File: config.mk
export PLATFORM = sky130hd
export DESIGN_NAME = irq_route_ctrl
export DESIGN_NICKNAME = d
export VERILOG_FILES = /design/src/rtl/irc_pkg.sv /design/src/rtl/irc_bus_window.sv /design/src/rtl/irc_reg_file.sv /design/src/rtl/irc_edge_pend.sv /design/src/rtl/irq_route_ctrl.sv
export SDC_FILE = /design/constraint.sdc
export NUM_CORES = 2
export LEC_CHECK = 0
export BUFFER_PORTS_ARGS = -buffer_cell sky130_fd_sc_hd__buf_2
export CAP_MARGIN = 20
export CORE_MARGIN = 3
export CORE_UTILIZATION = 45
export DETAILED_ROUTE_END_ITERATION = 12
export HOLD_SLACK_MARGIN = 0.02
export SYNTH_ARGS = -nofsm -noshare
export SYNTH_HDL_FRONTEND = slang
export SYNTH_SLANG_ARGS = --single-unit
File: constraint.sdc
create_clock -name clk -period 7.8 [get_ports clk]
set_clock_uncertainty 0.15 [all_clocks]
set_input_delay 0.78 -clock clk [delete_from_list [all_inputs] [get_ports clk]]
set_output_delay 0.78 -clock clk [all_outputs]
set_load 0.005 [all_outputs]
File: src/rtl/irc_pkg.sv
// Package: shared constants and the message type of the interrupt
// redirection controller. Assumes 32-bit bus data and 8-bit register numbers.
package irc_pkg;
    localparam int DATA_W = 32;
    localparam int ADDR_W = 8;
    localparam int REGN_W = 8;

    // bus offsets of the two honoured locations
    localparam logic [ADDR_W-1:0] OFF_SELECT = 8'h00;
    localparam logic [ADDR_W-1:0] OFF_WINDOW = 8'h10;

    // internal register numbers
    localparam logic [REGN_W-1:0] RN_IDENT   = 8'h00;
    localparam logic [REGN_W-1:0] RN_VERSION = 8'h01;
    localparam logic [REGN_W-1:0] RN_ARBIT   = 8'h02;
    localparam logic [REGN_W-1:0] RN_TABLE   = 8'h10;

    // entry layout (low half)
    localparam int VEC_LSB   = 0;
    localparam int DLV_LSB   = 8;
    localparam int DSTM_BIT  = 11;
    localparam int TRIG_BIT  = 15;
    localparam int MASK_BIT  = 16;
    // entry layout (high half)
    localparam int DEST_LSB  = 24;

    localparam logic [DATA_W-1:0] HALF_RESET = 32'h0001_0000;
    localparam logic [DATA_W-1:0] IDENT_KEEP = 32'h0F00_0000;
    localparam logic [DATA_W-1:0] VER_LOW    = 32'h0000_0011;
    localparam logic [7:0]        DEST_ALL   = 8'hFF;

    typedef struct packed {
        logic [7:0] vector;
        logic [7:0] dest;
        logic       bcast;
    } irc_msg_t;
endpackage

File: src/rtl/irc_bus_window.sv
// Module: bus window. Decodes the two honoured locations, holds the select
// register and registers read data. Assumes one-cycle access strobes and
// all other accesses being silently dropped (reads give zero).
module irc_bus_window
    import irc_pkg::*;
(
    input  logic              clk,
    input  logic              rst_n,
    input  logic              bus_en,
    input  logic              bus_we,
    input  logic [ADDR_W-1:0] bus_addr,
    input  logic [3:0]        bus_be,
    input  logic [DATA_W-1:0] bus_wdata,
    output logic [DATA_W-1:0] bus_rdata,
    output logic [DATA_W-1:0] sel_q,
    output logic              reg_wr,
    output logic [REGN_W-1:0] reg_num,
    output logic [DATA_W-1:0] reg_wdata,
    input  logic [DATA_W-1:0] reg_rdata
);
    logic at_sel, at_win, honoured;

    // decode: full-width access at one of the two offsets
    always_comb begin
        at_sel   = (bus_addr == OFF_SELECT);
        at_win   = (bus_addr == OFF_WINDOW);
        honoured = bus_en && (bus_be == 4'hF) && (at_sel || at_win);
    end

    // select register update
    always_ff @(posedge clk) begin
        if (!rst_n)
            sel_q <= '0;
        else if (honoured && bus_we && at_sel)
            sel_q <= bus_wdata;
    end

    // read data register, zero for dropped reads
    always_ff @(posedge clk) begin
        if (!rst_n)
            bus_rdata <= '0;
        else if (bus_en && !bus_we) begin
            if (!honoured)
                bus_rdata <= '0;
            else if (at_sel)
                bus_rdata <= sel_q;
            else
                bus_rdata <= reg_rdata;
        end
    end

    // forward window accesses to the register file
    always_comb begin
        reg_wr    = honoured && bus_we && at_win;
        reg_num   = sel_q[REGN_W-1:0];
        reg_wdata = bus_wdata;
    end
endmodule

File: src/rtl/irc_reg_file.sv
// Module: register file. Holds the identification value and the routing
// table (one low and one high half per line) and drives the read mux.
// Assumes NUM_PINS is a power of two, at most 64.
module irc_reg_file
    import irc_pkg::*;
#(
    parameter int NUM_PINS = 16
) (
    input  logic                           clk,
    input  logic                           rst_n,
    input  logic                           reg_wr,
    input  logic [REGN_W-1:0]              reg_num,
    input  logic [DATA_W-1:0]              reg_wdata,
    output logic [DATA_W-1:0]              reg_rdata,
    output logic [NUM_PINS-1:0][DATA_W-1:0] tbl_lo,
    output logic [NUM_PINS-1:0][DATA_W-1:0] tbl_hi
);
    localparam int         IDX_W    = $clog2(NUM_PINS);
    localparam logic [8:0] TBL_REGS = 9'(2 * NUM_PINS);
    localparam logic [DATA_W-1:0] VER_VALUE = (DATA_W'(NUM_PINS) << 16) | VER_LOW;

    logic [DATA_W-1:0] ident_q;
    logic [8:0]        tbl_off;
    logic              in_tbl;
    logic [IDX_W-1:0]  pin_idx;
    logic              hi_half;

    // table decode from register number
    always_comb begin
        tbl_off = {1'b0, reg_num} - {1'b0, RN_TABLE};
        in_tbl  = (reg_num >= RN_TABLE) && (tbl_off < TBL_REGS);
        pin_idx = tbl_off[IDX_W:1];
        hi_half = tbl_off[0];
    end

    // identification register, only the ID field is kept
    always_ff @(posedge clk) begin
        if (!rst_n)
            ident_q <= '0;
        else if (reg_wr && reg_num == RN_IDENT)
            ident_q <= reg_wdata & IDENT_KEEP;
    end

    // routing table halves, one pair of registers per line
    for (genvar p = 0; p < NUM_PINS; p++) begin : g_entry
        always_ff @(posedge clk) begin
            if (!rst_n)
                tbl_lo[p] <= HALF_RESET;
            else if (reg_wr && in_tbl && !hi_half && pin_idx == IDX_W'(p))
                tbl_lo[p] <= reg_wdata;
        end
        always_ff @(posedge clk) begin
            if (!rst_n)
                tbl_hi[p] <= HALF_RESET;
            else if (reg_wr && in_tbl && hi_half && pin_idx == IDX_W'(p))
                tbl_hi[p] <= reg_wdata;
        end
    end

    // read mux for the data window
    always_comb begin
        reg_rdata = '0;
        case (reg_num)
            RN_IDENT:   reg_rdata = ident_q;
            RN_VERSION: reg_rdata = VER_VALUE;
            RN_ARBIT:   reg_rdata = ident_q;
            default: begin
                if (in_tbl)
                    reg_rdata = hi_half ? tbl_hi[pin_idx] : tbl_lo[pin_idx];
            end
        endcase
    end
endmodule

File: src/rtl/irc_edge_pend.sv
// Module: edge detect, qualification, pending flags and message output.
// Assumes the inputs are already synchronous to clk. Message fields are
// taken from the table at presentation time.
module irc_edge_pend
    import irc_pkg::*;
#(
    parameter int NUM_PINS = 16
) (
    input  logic                            clk,
    input  logic                            rst_n,
    input  logic [NUM_PINS-1:0]             irq_in,
    input  logic [NUM_PINS-1:0][DATA_W-1:0] tbl_lo,
    input  logic [NUM_PINS-1:0][DATA_W-1:0] tbl_hi,
    input  logic                            msg_ready,
    output logic                            msg_valid,
    output irc_msg_t                        msg
);
    localparam int IDX_W = $clog2(NUM_PINS);

    logic [NUM_PINS-1:0] last_lvl, pend_q, qual, new_pend, clr;
    logic [NUM_PINS-1:0] unused_tbl;
    logic [IDX_W-1:0]    grant;

    // per-line delivery qualification from the entry mode bits
    for (genvar p = 0; p < NUM_PINS; p++) begin : g_qual
        assign qual[p] = !tbl_lo[p][MASK_BIT] && !tbl_lo[p][TRIG_BIT] &&
                         !tbl_lo[p][DSTM_BIT] && (tbl_lo[p][DLV_LSB+:3] == 3'b000);
        assign unused_tbl[p] = ^{tbl_lo[p][31:17], tbl_lo[p][14:12], tbl_hi[p][23:0]};
    end

    // rising, qualified edges
    always_comb new_pend = irq_in & ~last_lvl & qual;

    // record each line's last level
    always_ff @(posedge clk) begin
        if (!rst_n)
            last_lvl <= '0;
        else
            last_lvl <= irq_in;
    end

    // lowest-numbered pending line wins
    always_comb begin
        grant = '0;
        for (int i = NUM_PINS - 1; i >= 0; i--)
            if (pend_q[i]) grant = IDX_W'(i);
        msg_valid = |pend_q;
        clr       = '0;
        if (msg_valid && msg_ready)
            clr[grant] = 1'b1;
    end

    // pending flags: a new edge wins over a clear in the same cycle
    always_ff @(posedge clk) begin
        if (!rst_n)
            pend_q <= '0;
        else
            pend_q <= (pend_q & ~clr) | new_pend;
    end

    // message fields of the granted line
    always_comb begin
        msg.vector = tbl_lo[grant][VEC_LSB+:8];
        msg.dest   = tbl_hi[grant][DEST_LSB+:8];
        msg.bcast  = (msg.dest == DEST_ALL);
    end
endmodule

File: src/rtl/irq_route_ctrl.sv
// Module: top of the interrupt redirection controller. Wires the bus
// window, the register file and the edge/pending logic together.
// Assumes a synchronous active-low reset and synchronous interrupt lines.
module irq_route_ctrl
    import irc_pkg::*;
#(
    parameter int NUM_PINS = 16
) (
    input  logic                clk,
    input  logic                rst_n,
    input  logic                bus_en,
    input  logic                bus_we,
    input  logic [7:0]          bus_addr,
    input  logic [3:0]          bus_be,
    input  logic [31:0]         bus_wdata,
    output logic [31:0]         bus_rdata,
    input  logic [NUM_PINS-1:0] irq_in,
    output logic                msg_valid,
    input  logic                msg_ready,
    output logic [7:0]          msg_vector,
    output logic [7:0]          msg_dest,
    output logic                msg_bcast
);
    logic [DATA_W-1:0]               sel_value, reg_rdata, reg_wdata;
    logic                            reg_wr;
    logic [REGN_W-1:0]               reg_num;
    logic [NUM_PINS-1:0][DATA_W-1:0] tbl_lo, tbl_hi;
    irc_msg_t                        msg;

    irc_bus_window u_win (
        .clk(clk), .rst_n(rst_n), .bus_en(bus_en), .bus_we(bus_we),
        .bus_addr(bus_addr), .bus_be(bus_be), .bus_wdata(bus_wdata),
        .bus_rdata(bus_rdata), .sel_q(sel_value), .reg_wr(reg_wr),
        .reg_num(reg_num), .reg_wdata(reg_wdata), .reg_rdata(reg_rdata)
    );

    irc_reg_file #(.NUM_PINS(NUM_PINS)) u_regs (
        .clk(clk), .rst_n(rst_n), .reg_wr(reg_wr), .reg_num(reg_num),
        .reg_wdata(reg_wdata), .reg_rdata(reg_rdata),
        .tbl_lo(tbl_lo), .tbl_hi(tbl_hi)
    );

    irc_edge_pend #(.NUM_PINS(NUM_PINS)) u_edge (
        .clk(clk), .rst_n(rst_n), .irq_in(irq_in), .tbl_lo(tbl_lo),
        .tbl_hi(tbl_hi), .msg_ready(msg_ready), .msg_valid(msg_valid), .msg(msg)
    );

    // expose message fields
    always_comb begin
        msg_vector = msg.vector;
        msg_dest   = msg.dest;
        msg_bcast  = msg.bcast;
    end
endmodule

After elaboration in Yosys (flattened, before gate mapping)
Index checks and enable logic that the tools add are counted.
{"block": "op_classes", "add_sub_neg": 1, "mux": 32, "n_reduce_logical": 165, "n_bitwise": 6, "n_eq_ne": 20, "n_lt_le_gt_ge": 5}
{"cell": "binary-select mux 32 bit (select 4 bit)", "count": 4}
{"cell": "two-way mux 32 bit", "count": 7}
{"cell": "logical AND 1 bit", "count": 93}
{"cell": "two-way mux 4 bit", "count": 16}
{"cell": "one-hot mux 32 bit (2 select lines)", "count": 1}
{"cell": "zero test 1 bit", "count": 50}
{"cell": "bitwise AND 16 bit", "count": 3}
{"cell": "zero test 3 bit", "count": 16}
{"cell": "== test 4 bit, second input constant", "count": 9}
{"cell": "inverter 16 bit", "count": 2}
{"cell": "== test 4 x 3 -> 1 bit, second input constant", "count": 4}
{"cell": "zero test 8 bit", "count": 2}
{"cell": "two-way mux 16 bit", "count": 1}
{"cell": "bitwise OR 16 bit", "count": 1}
{"cell": "OR reduction 16 bit", "count": 1}
{"cell": "less-than comparator 4 x 5 -> 1 bit, second input constant", "count": 2}
{"cell": "less-than comparator 9 x 6 -> 1 bit, second input constant", "count": 1}
{"cell": "subtractor 8 x 5 -> 9 bit, second input constant", "count": 1}
{"cell": "== test 4 x 2 -> 1 bit, second input constant", "count": 2}
{"cell": "== test 8 x 1 -> 1 bit, second input constant", "count": 1}
{"cell": "== test 8 x 2 -> 1 bit, second input constant", "count": 1}
{"cell": "== test 8 x 5 -> 1 bit, second input constant", "count": 1}
{"cell": "== test 8 bit, second input constant", "count": 1}
{"cell": "greater-or-equal comparator 8 x 5 -> 1 bit, second input constant", "count": 1}
{"cell": "8 further kinds", "count": 8}
{"block": "word_totals", "register_bits": 1124, "inputBits": 65, "word_cells": 266}

Logic depth before layout (Yosys ltp)
{"block": "logic_depth", "ltp_word": 24, "mapped_depth": 14}

Cells and area by module
Synthesis repeated with hierarchy kept, for this count alone.
{"block": "hier_totals", "hier_cells": 5010, "area_unflattened_um2": 51839.7}
{"module": "irc_reg_file", "instances": 1, "seq_area_each_um2": 20579.7, "cells_each": 4147, "area_each_um2": 45099.5}
{"module": "irc_edge_pend", "instances": 1, "seq_area_each_um2": 640.6, "cells_each": 571, "area_each_um2": 3847.4}
{"module": "irc_bus_window", "instances": 1, "seq_area_each_um2": 1281.2, "cells_each": 292, "area_each_um2": 2892.8}

Least setup slack after synthesis
No wires, ideal clock.
{"block": "synth_path", "kind": "register to output", "from": "register u_edge.pend_q[7]", "to": "output port msg_bcast", "arrival_ns": 2.643, "stages_incl_launch_ff": 9, "t_required_ns": 6.870, "path_slack_ns": 4.227, "cell_sequence": "dfxtp_1 -> or3_1 -> nand2b_1 -> o21ai_2 -> mux2_2 -> or4_4 -> nor4_4 -> and3_1 -> and4_1"}
{"block": "synth_via", "elab_chain_len": 11}
{"item": "start: declaration", "line_no": "irc_edge_pend.sv:20", "text": "logic [NUM_PINS-1:0] last_lvl, pend_q, qual, new_pend, clr;"}
{"item": "start signal: assignment", "line_no": "irc_edge_pend.sv:58", "text": "pend_q <= (pend_q & ~clr) | new_pend;"}
{"item": "two-way mux 4 bit (8 in series)", "line_no": "irc_edge_pend.sv:46", "text": "if (pend_q[i]) grant = IDX_W'(i);"}
{"item": "binary-select mux 32 bit (select 4 bit)", "line_no": "irc_edge_pend.sv:64", "text": "msg.dest = tbl_hi[grant][DEST_LSB+:8];"}
{"item": "two-way mux 32 bit (not written as such)", "line_no": "irc_edge_pend.sv:64"}
{"item": "named net msg_dest[5]", "line_no": "irq_route_ctrl.sv:21", "text": "output logic [7:0] msg_dest,"}
{"item": "== test 8 bit", "line_no": "irc_edge_pend.sv:65", "text": "msg.bcast = (msg.dest == DEST_ALL);"}
{"item": "end: declaration", "line_no": "irq_route_ctrl.sv:22", "text": "output logic msg_bcast"}
The timed path passes the listed nets, and every way through them passes these cells. The select of a mux whose other input is x is not followed.

Worst setup path after layout
{"block": "layout_path", "from": "register u_edge.pend_q[5]", "to": "output port msg_bcast"}
{"block": "layout_via", "elab_chain_len": 9}
{"item": "two-way mux 4 bit (6 in series)", "line_no": "irc_edge_pend.sv:46"}
{"item": "binary-select mux 32 bit (select 4 bit)", "line_no": "irc_edge_pend.sv:64"}
{"item": "two-way mux 32 bit (not written as such)", "line_no": "irc_edge_pend.sv:64"}
{"item": "== test 8 bit", "line_no": "irc_edge_pend.sv:65"}
Every way passes these cells. The select of a mux whose other input is x is not followed.

==> reports/metrics.cfg <==
[outcome]
status = finished, final reports clean

[timing]
finalSetupTns_ps = 0
maxSlewHeadroom_pct = 11.2
fmax_ghz = 0.180
setup_viol = 0
rsz0062_at_grt = no
worst_pin_slew_ps = 1330
min_period_ps = 5560
fin_crit_sh_pct = 71.3
worst_slack_ps = 2240
finalHoldViolCount = 0
maxSlewViolCount = 0

[cts]
cts_resized = 0
htree_levels = 3
cts-root-buf = clkbuf_16
cts_buffer_depth = 3
cts_buffers = 120
clk_pin_slew_ps = 60
postCtsSetupBuffers = 0
cts_tree = built
clock_latency_ps = 720
cts.sinks = 1124
cts_hold_buf = 0

[global_route]
gr-usage-all-layers_pct = 30.5
globalRouteOverflowTotal = 0
grt_pass1_wl_um = 277000
antenna_found_initial = 24
grt_max_degree = 258
grt_pass1_vias = 41200

[synthesis]
async_flop_share_pct = 0
synth_edf_count = 0
synthesis.nets = 6023
syn_avg_cell_area_um2 = 8.83
ys_seq_area_share_pct = 42.8
synth_area_um2 = 52600
synth_seq_cells = 1124
netlist_instances = 5957
synthDistinctLibCells = 62
synth_ff_type = dfxtp_1
yosysWarningCount = 0

[die]
dieArea_um2 = 121000
die_w_um = 348
fp.coreArea_um2 = 115000
die_y_um = 348
num_rows = 124
io_pins = 115
start_util_pct = 45.7

[min_path]
min_path_type = in2reg
min_from = irq_in[1]

[cells_and_area]
final_layout_size_suffix_gt1_share_pct = 14.8
syn2layout_area_growth_pct = 9.89
finalNonFillerCells = 7312
nets = 5760

[drt]
drc = 0
vias_per_cell = 5.98
wl_per_cell_um = 25.9
firstDrtPassIters = 6
vias = 43700
postRouteWirelength_um = 189000
ant_nets = 0
initialDrtViolationCount = 5345

[critical_path]
worstPathArrival_ps = 4630
crit_required_ps = 6870
end_kind = primary output
path_class = reg2out
startpoint = u_edge.pend_q[5]
regToRegStartpoint = u_win.sel_q[4]
start_kind = flop
cp_max_fo = 60
rrSetupSlack_ps = 2700

[power]
p_per_area_nw_per_um2 = 205
power.total_mw = 11.9
peakVddDrop_mv = 0.182
p_leak_nw = 18.4

[place]
hpwl_um = 106000
dp_cells = 7080
preCtsSetupSlack_ps = 2830
finalWeightedCongestion = 0.900
port_buffers = 114

[flow_run]
maxCapViolations = 0

==> worst max-delay path: stages (launching register included) <==
cell,delay [ps]
dfxtp_1,510
nor2b_2,110
or4_4,510
a221oi_4,270
buf_4,740
nand2b_1,440
o22ai_1,170
a2111oi_2,490
and3_1,320
and4_1,210
buf_2,110
==> per-layer routing <==
layer	track usage [%]	wire [um]	vias to the layer above	part of all wire (%)
li1	-	-	19700	-
met1	41.9	78300	21500	41
met2	46.9	84300	2115	45
met3	6.69	18800	448	9.9
met4	12.1	7660	8	4.1
met5	0	57	-	0.030
==> sequential cells by signal, indices dropped and copies added (netlist names) <==
register / flops
u_edge.pend_q: 16
u_edge.last_lvl: 16
u_win.sel_q: 32
u_win.bus_rdata: 32
u_regs.tbl_hi: 512
u_regs.tbl_lo: 512
u_regs.ident_q: 4
==> report_power, final <==
group	total [mW]	switching, mW	internal, mW	leakage [nW]
Clock	5.81	2.45	3.36	1.96
Combinational	0.308	0.210	0.0982	7.34
Sequential	5.74	0.00147	5.74	9.06
==> cells in the final DEF, fill, tap and decap left out, drive strengths merged, types with 18 or more instances in the layout <==
cell and n:
mux2i 25, and2 19, mux4 320, mux2 57, a22oi 36, clkbuf 184
buf 199, a21boi 1038, a21oi 51, o21ai 61, dfxtp 1124, nor2b 18
nor4 28, nand2 2285, o22ai 18, nand3 50, clkinv 24, nor2 96
==> cells by family (layout without fill, tap and decap cells) <==
kind of cell               count (synthesis)  count (layout)  synth area share [%]
AOI/OAI and AO/OA                       1275            1275                  17.8
muxes                                    402             402                  15.4
and+or+nand+nor                         2564            2564                  19.3
DFF                                     1124            1124                  42.8
other                                      0               9                     0
buffers and inverters                    591             425                  4.72
adders and majority gates                  1               1                0.0238
==> final timing paths <==
check | cells after the start | to
max | 10 | msg_bcast
min | 2 | u_edge.last_lvl[1]
max reg2reg | 10 | u_regs.tbl_hi[120]
min reg2reg | 2 | u_regs.tbl_lo[372]
==> per-stage QoR <==
step | util, % | hold slack, ps | cell area, um2
after floorplan | - | 278 | 52600
after global placement | 46.6 | 282 | 53700
after detailed placement | 46.7 | 291 | 53700
after CTS | 50.1 | 80.8 | 57700
after global routing | 50.2 | 101 | 57800
final | 50.2 | 120 | 57800
==> layout make-up <==
class | instances | area [um2]
inverters | 7 | 31.3
flip-flops and latches | 1124 | 22500
fillers | 10700 | 57300
clock inverters | 35 | 332
repair buffers | 199 | 1380
clock buffers | 184 | 3650
diodes | 9 | 22.5
multi-input cells | 4242 | 28000
well taps | 1512 | 1890
==> cells in the mapped netlist, types with 5 or more instances <==
cell type | instances | area [um2]
o21ai_1 | 5 | 25.0
nor4_1 | 24 | 150
and3_1 | 5 | 31.3
a211oi_1 | 6 | 45.0
buf_4 | 28 | 210
a21boi_1 | 415 | 3120
nor2b_1 | 17 | 106
a22o_1 | 5 | 43.8
and2_1 | 19 | 119
buf_2 | 72 | 360
o21ai_0 | 55 | 275
nor2_1 | 96 | 360
clkbuf_1 | 440 | 1650
mux2i_1 | 25 | 250
nor3_1 | 16 | 80.1
a21boi_0 | 623 | 4680
a31oi_1 | 15 | 93.8
a21oi_1 | 51 | 255
dfxtp_1 | 1124 | 22500
buf_1 | 35 | 131
buf_6 | 9 | 101
nand2_1 | 2285 | 8580
a311oi_1 | 5 | 43.8
o221ai_1 | 10 | 87.6
nand2b_1 | 6 | 37.5
mux2_2 | 56 | 631
o21a_1 | 5 | 37.5
or3_1 | 7 | 43.8
a22oi_1 | 36 | 270
inv_1 | 6 | 22.5
o22ai_1 | 18 | 113
mux4_2 | 320 | 7210
nand3_1 | 50 | 250
nor4b_1 | 16 | 140
o211ai_1 | 5 | 37.5
Note: power is estimated with default switching activity, not from simulation.
